[config.mk]
export PLATFORM = sky130hd
export DESIGN_NAME = mexp_seq
export DESIGN_NICKNAME = d
export VERILOG_FILES = /design/src/rtl/mexp_pkg.sv /design/src/rtl/mexp_ctrl.sv /design/src/rtl/mexp_dpath.sv /design/src/rtl/mexp_seq.sv
export SDC_FILE = /design/constraint.sdc
export NUM_CORES = 2
export LEC_CHECK = 0
export CAP_MARGIN = 20
export CORE_AREA = 5 5 638 640
export DETAILED_ROUTE_END_ITERATION = 12
export DIE_AREA = 0 0 643 645
export DONT_BUFFER_PORTS = 1
export PLACE_DENSITY = 0.4
export REMOVE_ABC_BUFFERS = 1
export SYNTH_ARGS = -nofsm -noshare
export SYNTH_HDL_FRONTEND = slang
export SYNTH_SLANG_ARGS = --single-unit
[constraint.sdc]
create_clock -name clk -period 82.2 [get_ports clk]
set_input_delay 8.22 -clock clk [delete_from_list [all_inputs] [get_ports clk]]
set_output_delay 8.22 -clock clk [all_outputs]
set_load 0.01 [all_outputs]
[src/rtl/mexp_pkg.sv]
package mexp_pkg;
  // Per-cycle strobes from sequencing control to the buffer datapath
  typedef struct packed {
    logic loadWr;    // write base into power copies, one into result copies
    logic maskWr;    // snapshot masked result word
    logic capPP;     // capture squared power from multiplier
    logic capTP;     // capture result*power from multiplier
    logic updWr;     // commit one word of power and result copies
    logic opSel;     // 0: power x power, 1: result x power
    logic takeProd;  // exponent bit of the current iteration
  } seqStrobe_t;
endpackage

[src/rtl/mexp_ctrl.sv]
module mexp_ctrl
  import mexp_pkg::*;
#(
  parameter int MAX_WORDS = 16,
  parameter int WORD_W    = 32,
  localparam int IDX_W    = $clog2(MAX_WORDS),
  localparam int LEN_W    = IDX_W + 1,
  localparam int WSH      = $clog2(WORD_W),
  localparam int BIT_W    = IDX_W + WSH
) (
  input  logic              clk,
  input  logic              rstN,
  input  logic              start,
  input  logic [LEN_W-1:0]  lenWords,
  input  logic [WORD_W-1:0] expData,
  input  logic              mulAck,
  output logic              done,
  output logic              mulReq,
  output logic              resValid,
  output logic [IDX_W-1:0]  wordIdx,
  output logic [IDX_W-1:0]  expAddr,
  output logic [LEN_W-1:0]  lenCur,
  output seqStrobe_t        strb
);
  typedef enum logic [2:0] {
    S_IDLE, S_LOAD, S_MASK, S_MUL1, S_MUL2, S_UPD, S_OUT, S_DONE
  } seqState_t;

  seqState_t        state;
  logic [BIT_W-1:0] bitCnt;
  logic             expBit;
  logic [IDX_W-1:0] lastIdx;
  logic             wordLast;
  logic             bitLast;

  assign lastIdx  = IDX_W'(lenCur - LEN_W'(1));
  assign wordLast = (wordIdx == lastIdx);
  assign bitLast  = (bitCnt == {lastIdx, {WSH{1'b1}}});
  assign expAddr  = bitCnt[BIT_W-1:WSH];

  always_ff @(posedge clk or negedge rstN) begin
    if (!rstN) begin
      state   <= S_IDLE;
      wordIdx <= '0;
      bitCnt  <= '0;
      lenCur  <= LEN_W'(1);
      expBit  <= 1'b0;
    end else begin
      case (state)
        S_IDLE: if (start) begin
          lenCur  <= lenWords;
          wordIdx <= '0;
          bitCnt  <= '0;
          state   <= S_LOAD;
        end
        S_LOAD, S_MASK, S_UPD, S_OUT: begin
          if (!wordLast) begin
            wordIdx <= wordIdx + IDX_W'(1);
          end else begin
            wordIdx <= '0;
            case (state)
              S_LOAD: state <= S_MASK;
              S_MASK: begin
                expBit <= expData[bitCnt[WSH-1:0]];
                state  <= S_MUL1;
              end
              S_UPD: begin
                if (bitLast) state <= S_OUT;
                else begin
                  bitCnt <= bitCnt + BIT_W'(1);
                  state  <= S_MASK;
                end
              end
              default: state <= S_DONE;
            endcase
          end
        end
        S_MUL1: if (mulAck) state <= S_MUL2;
        S_MUL2: if (mulAck) state <= S_UPD;
        default: state <= S_IDLE;
      endcase
    end
  end

  always_comb begin
    strb          = '0;
    strb.loadWr   = (state == S_LOAD);
    strb.maskWr   = (state == S_MASK);
    strb.capPP    = (state == S_MUL1) && mulAck;
    strb.capTP    = (state == S_MUL2) && mulAck;
    strb.updWr    = (state == S_UPD);
    strb.opSel    = (state == S_MUL2);
    strb.takeProd = expBit;
  end

  assign mulReq   = (state == S_MUL1) || (state == S_MUL2);
  assign resValid = (state == S_OUT);
  assign done     = (state == S_DONE);

  // completion is a single-cycle pulse
  a_r8_done_pulse: assert property (@(posedge clk) disable iff (!rstN)
    done |=> !done);
  // the latched length cannot change once a run has begun
  a_r9_len_held: assert property (@(posedge clk) disable iff (!rstN)
    (state != S_IDLE) |=> $stable(lenCur));
  // the exponent bit is fixed through the whole write-back phase
  a_r7_bit_held: assert property (@(posedge clk) disable iff (!rstN)
    (state == S_UPD) && $past(state == S_UPD) |-> $stable(expBit));
endmodule

[src/rtl/mexp_dpath.sv]
module mexp_dpath
  import mexp_pkg::*;
#(
  parameter int MAX_WORDS            = 16,
  parameter int WORD_W               = 32,
  parameter logic [WORD_W-1:0] MASK_WORD = 32'h5A5A5A5A,
  localparam int IDX_W               = $clog2(MAX_WORDS),
  localparam int LEN_W               = IDX_W + 1,
  localparam int BUS_W               = MAX_WORDS * WORD_W
) (
  input  logic              clk,
  input  logic              rstN,
  input  seqStrobe_t        strb,
  input  logic [IDX_W-1:0]  wordIdx,
  input  logic [LEN_W-1:0]  lenCur,
  input  logic [WORD_W-1:0] baseData,
  input  logic [BUS_W-1:0]  mulProd,
  output logic [BUS_W-1:0]  mulOpA,
  output logic [BUS_W-1:0]  mulOpB,
  output logic [WORD_W-1:0] resData
);
  // three power copies, two result copies, masked snapshot, products
  logic [WORD_W-1:0] pw1 [MAX_WORDS];
  logic [WORD_W-1:0] pw2 [MAX_WORDS];
  logic [WORD_W-1:0] pw3 [MAX_WORDS];
  logic [WORD_W-1:0] rs1 [MAX_WORDS];
  logic [WORD_W-1:0] rs2 [MAX_WORDS];
  logic [WORD_W-1:0] snap [MAX_WORDS];
  logic [WORD_W-1:0] sqProd [MAX_WORDS];
  logic [WORD_W-1:0] rsProd [MAX_WORDS];

  always_ff @(posedge clk) begin
    if (strb.loadWr) begin
      pw1[wordIdx] <= baseData;
      pw2[wordIdx] <= baseData;
      pw3[wordIdx] <= baseData;
      rs1[wordIdx] <= (wordIdx == '0) ? WORD_W'(1) : '0;
      rs2[wordIdx] <= (wordIdx == '0) ? WORD_W'(1) : '0;
    end
    if (strb.maskWr) snap[wordIdx] <= rs1[wordIdx] ^ MASK_WORD;
    for (int w = 0; w < MAX_WORDS; w++) begin
      if (strb.capPP) sqProd[w] <= mulProd[w*WORD_W +: WORD_W];
      if (strb.capTP) rsProd[w] <= mulProd[w*WORD_W +: WORD_W];
    end
    if (strb.updWr) begin
      pw1[wordIdx] <= sqProd[wordIdx];
      pw2[wordIdx] <= sqProd[wordIdx];
      pw3[wordIdx] <= sqProd[wordIdx];
      rs1[wordIdx] <= strb.takeProd ? rsProd[wordIdx] : snap[wordIdx] ^ MASK_WORD;
      rs2[wordIdx] <= strb.takeProd ? rsProd[wordIdx] : snap[wordIdx] ^ MASK_WORD;
    end
  end

  // Operand buses: squaring reads two separate copies; words beyond len are zero
  for (genvar g = 0; g < MAX_WORDS; g++) begin : g_opBus
    logic inRange;
    assign inRange = (LEN_W'(g) < lenCur);
    assign mulOpA[g*WORD_W +: WORD_W] = !inRange ? '0 : (strb.opSel ? rs2[g] : pw1[g]);
    assign mulOpB[g*WORD_W +: WORD_W] = !inRange ? '0 : (strb.opSel ? pw3[g] : pw2[g]);
  end

  assign resData = rs1[wordIdx];

  // the power copies agree after each committed word
  a_r3_power_copies: assert property (@(posedge clk) disable iff (!rstN)
    strb.updWr |=> (pw1[$past(wordIdx)] == pw2[$past(wordIdx)]) &&
                   (pw2[$past(wordIdx)] == pw3[$past(wordIdx)]));
  // the result copies agree after each committed word
  a_r4_result_copies: assert property (@(posedge clk) disable iff (!rstN)
    strb.updWr |=> rs1[$past(wordIdx)] == rs2[$past(wordIdx)]);
  // a clear bit restores the prior result word through the mask
  a_r5_unmask_restores: assert property (@(posedge clk) disable iff (!rstN)
    strb.updWr && !strb.takeProd |=> rs1[$past(wordIdx)] == $past(rs1[wordIdx]));
endmodule

[src/rtl/mexp_seq.sv]
module mexp_seq
  import mexp_pkg::*;
#(
  parameter int MAX_WORDS                = 16,
  parameter int WORD_W                   = 32,
  parameter logic [WORD_W-1:0] MASK_WORD = 32'h5A5A5A5A,
  localparam int IDX_W                   = $clog2(MAX_WORDS),
  localparam int LEN_W                   = IDX_W + 1,
  localparam int BUS_W                   = MAX_WORDS * WORD_W
) (
  input  logic              clk,
  input  logic              rstN,
  input  logic              start,
  input  logic [LEN_W-1:0]  lenWords,
  output logic              done,
  output logic [IDX_W-1:0]  baseAddr,
  input  logic [WORD_W-1:0] baseData,
  output logic [IDX_W-1:0]  expAddr,
  input  logic [WORD_W-1:0] expData,
  output logic              mulReq,
  output logic [BUS_W-1:0]  mulOpA,
  output logic [BUS_W-1:0]  mulOpB,
  input  logic              mulAck,
  input  logic [BUS_W-1:0]  mulProd,
  output logic              resValid,
  output logic [IDX_W-1:0]  resAddr,
  output logic [WORD_W-1:0] resData
);
  seqStrobe_t       strb;
  logic [IDX_W-1:0] wordIdx;
  logic [LEN_W-1:0] lenCur;

  mexp_ctrl #(.MAX_WORDS(MAX_WORDS), .WORD_W(WORD_W)) u_ctrl (
    .clk(clk), .rstN(rstN), .start(start), .lenWords(lenWords),
    .expData(expData), .mulAck(mulAck), .done(done), .mulReq(mulReq),
    .resValid(resValid), .wordIdx(wordIdx), .expAddr(expAddr),
    .lenCur(lenCur), .strb(strb)
  );

  mexp_dpath #(.MAX_WORDS(MAX_WORDS), .WORD_W(WORD_W), .MASK_WORD(MASK_WORD)) u_dpath (
    .clk(clk), .rstN(rstN), .strb(strb), .wordIdx(wordIdx), .lenCur(lenCur),
    .baseData(baseData), .mulProd(mulProd), .mulOpA(mulOpA), .mulOpB(mulOpB),
    .resData(resData)
  );

  assign baseAddr = wordIdx;
  assign resAddr  = wordIdx;
endmodule

==> results_dict.tcl <==
set metrics [dict create \
    outcome "complete, no violations" \
    met3_usage_pct 7.475 \
    synth.most_common_cell "edfxtp_1" \
    ir_drop_v 0.00002755 \
    slowest_delay_ns 0.81 \
    cp.required_ns 73.98 \
    grt_busiest_layer "met2" \
    clock_tree.buffer_depth 4 \
    hold_path.class "register to register" \
    postSynthCellCount 6074 \
    place_hpwl_um 353300 \
    yosysWarnings 0 \
    first_iter_violations 7280 \
    drt-vias-per-instance 5.194 \
    postRouteAntennaNets 0 \
    hold_viol 0 \
    p_leak_nw 38.45 \
    clk_pin_slew_worst_paths_ns 0.06 \
    grt_pass1_wl_um 639500 \
    die_area_um2 414700 \
    synth_seq_area_share_pct 73.44 \
    final_nets 6763 \
    setup_violations 0 \
    synthToLayoutAreaGrowth_pct 15.95 \
    dr.pass1.iters 6 \
    ys_top_cells_by_count "edfxtp_1 (2560), nand2_1 (1145), mux4_2 (644)" \
    postCtsHoldBufs 0 \
    ys_types 47 \
    die_x_um 643 \
    critPathKind "register to primary output" \
    instances_no_fill 11750 \
    crit_fanout 60 \
    maxCapViolCount 0 \
    p_per_area_nw_per_um2 40.76 \
    cts_root_buf "clkbuf_16" \
    slew_violations 0 \
    drive_above_1_share_pct 20.76 \
    synth-seq-cells 2582 \
    design_power_total_mw 4.982 \
    cp.arrival_ns 5.46 \
    vias 61040 \
    period_share_pct 16.65 \
    clock-sinks 2582 \
    synth_edf_count 2560 \
    slowest_stage "dfrtp_4" \
    antenna_found_initial 72 \
    cp-start-kind "register" \
    clock_latency_ns 0.92 \
    fin_worst_skew_ns 0.05673 \
    gp_congestion 0.9076 \
    drc 0 \
    end_kind "primary output" \
    synth_top_area_cell "edfxtp_1" \
    rows 233 \
    initial_core_util_pct 26.30 \
    yosysTopAreaCellShare_pct 72.92 \
    max_freq_mhz 73.08 \
    ys_async_sr_fraction_pct 0.8521 \
    dp_cells 11140 \
    fin_util_pct 30.49 \
    ys.flop_type "edfxtp_1" \
    grt_overflow 0 \
    met1_usage_pct 28.22 \
    tns_ns 0 \
    post_drt_wl_per_cell_um 42.57 \
    cts_resized 0 \
    post_cts_buffers 0 \
    ctsHtreeMaxLevel 5 \
    drt-total-wl_um 500200 \
    setup_ws_ns 68.52 \
    grt_usage_pct 23.14 \
    cts_inserted_buffers 308 \
    met2_usage_pct 38.00 \
    cp_cell_sequence "buf_4 -> buf_4 -> buf_4 -> buf_12 -> mux4_2 -> mux4_2" \
    fin_crit_ns 13.68 \
    grt_pass1_vias 61240 \
    syn-cell-area_um2 105400 \
    crit_path_frequent_cell "buf_4" \
    die_h_um 645 \
    top_level_ports 1656 \
    cts_tree "yes" \
    rsz0062_at_grt "no" \
    worst_pin_slew_ns 1.233 \
    fp.coreArea_um2 400900 \
    yosys-top-cells-area "edfxtp_1 (73%), mux4_2 (14%), nand2_1 (4.1%)" \
    grt_max_degree 185 \
    max_slew_margin_pct 17.61 \
    dp_slack_ns 69.25 \
    port_buffers 0 \
    syn-mean-instance-area_um2 17.36 \
]
## critical path, delay by kind of cell, from the launching register on
| family | cells | cell delay (ns) |
|---|---|---|
| buffers and inverters | 4 | 2.38 |
| muxes | 2 | 1.23 |
| DFF | 1 | 0.81 |
## where the power goes
group | internal [mW] | switching, mW
clock | 0.774 | 0.574
combinational | 0.485 | 1.35
sequential | 1.71 | 0.0881
## state kept, by name, indices dropped and copies added, names as in the netlist
signal,count
u_ctrl.wordIdx,4
u_dpath.sqProd,512
u_dpath.rs2,128
u_dpath.snap,512
u_ctrl.lenCur,5
u_dpath.rsProd,512
u_dpath.pw3,512
u_dpath.rs1,384
u_ctrl.bitCnt,9
u_ctrl.expBit,1
u_ctrl.state,3
## routing by layer
metal  wire length, um  part of all wire [%]
met5               102                 0.020
met2            239800                    48
met4             22990                   4.6
met3             46170                   9.2
met1            191200                    38
## cell families after synthesis
group,after synthesis,synth area share [%]
simple gates,1797,7.737
xor+xnor,9,0.1139
compound gates,585,2.930
mux,671,14.02
flops,2582,73.44
buf+inv,424,1.688
fa+ha+maj,6,0.07121
## stage by stage
stage	hold slack [ns]	cell area [um^2]
floorplan	0.5105	103800
global placement	0.6695	112100
detailed placement	0.6549	112200
CTS	0.6711	122000
global route	0.7076	122200
finish	0.6826	122200
## worst paths after layout
path	startpoint	endpoint	slack, ns	depth (start not counted)
min	u_ctrl.state[0]	u_ctrl.bitCnt[1]	0.68	2
min reg2reg	u_ctrl.state[0]	u_ctrl.bitCnt[1]	0.68	2
max reg2reg	u_ctrl.wordIdx[1]	u_dpath.pw3[2][20]	76.57	7
max	u_ctrl.wordIdx[0]	resData[27]	68.52	6
min in group asynchronous	rstN	u_ctrl.lenCur[4]	7.00	0
max in group asynchronous	rstN	u_ctrl.lenCur[0]	75.03	0
## cell usage in the layout, fill, tap and decap left out, drive strengths merged, types with 3 or more instances in the layout
cell type,n
xor2,3
a31oi,7
and2,179
o221ai,5
mux4,644
clkbuf,375
buf,183
diode,57
and3,5
xnor3,3
clkinvlp,13
nor3,9
ha,6
xnor2,3
nand2,1145
clkinv,118
a21oi,509
nor2b,354
o21ai,22
a21boi,32
nand3,9
dfrtp,21
mux2i,24
inv,45
mux2,3
bufinv,23
edfxtp,2560
nor2,85
## area by class of cell
cell class | instances | area [um^2]
flip-flops and latches | 2582 | 77440
diodes | 57 | 142.6
clock buffers | 374 | 8040
inverters | 28 | 112.6
multi-input cells | 3068 | 26600
fillers | 39240 | 278600
clock inverters | 171 | 1733
repair buffers | 184 | 1550
well taps | 5287 | 6615
No activity file was read; power rests on OpenSTA's default activity.
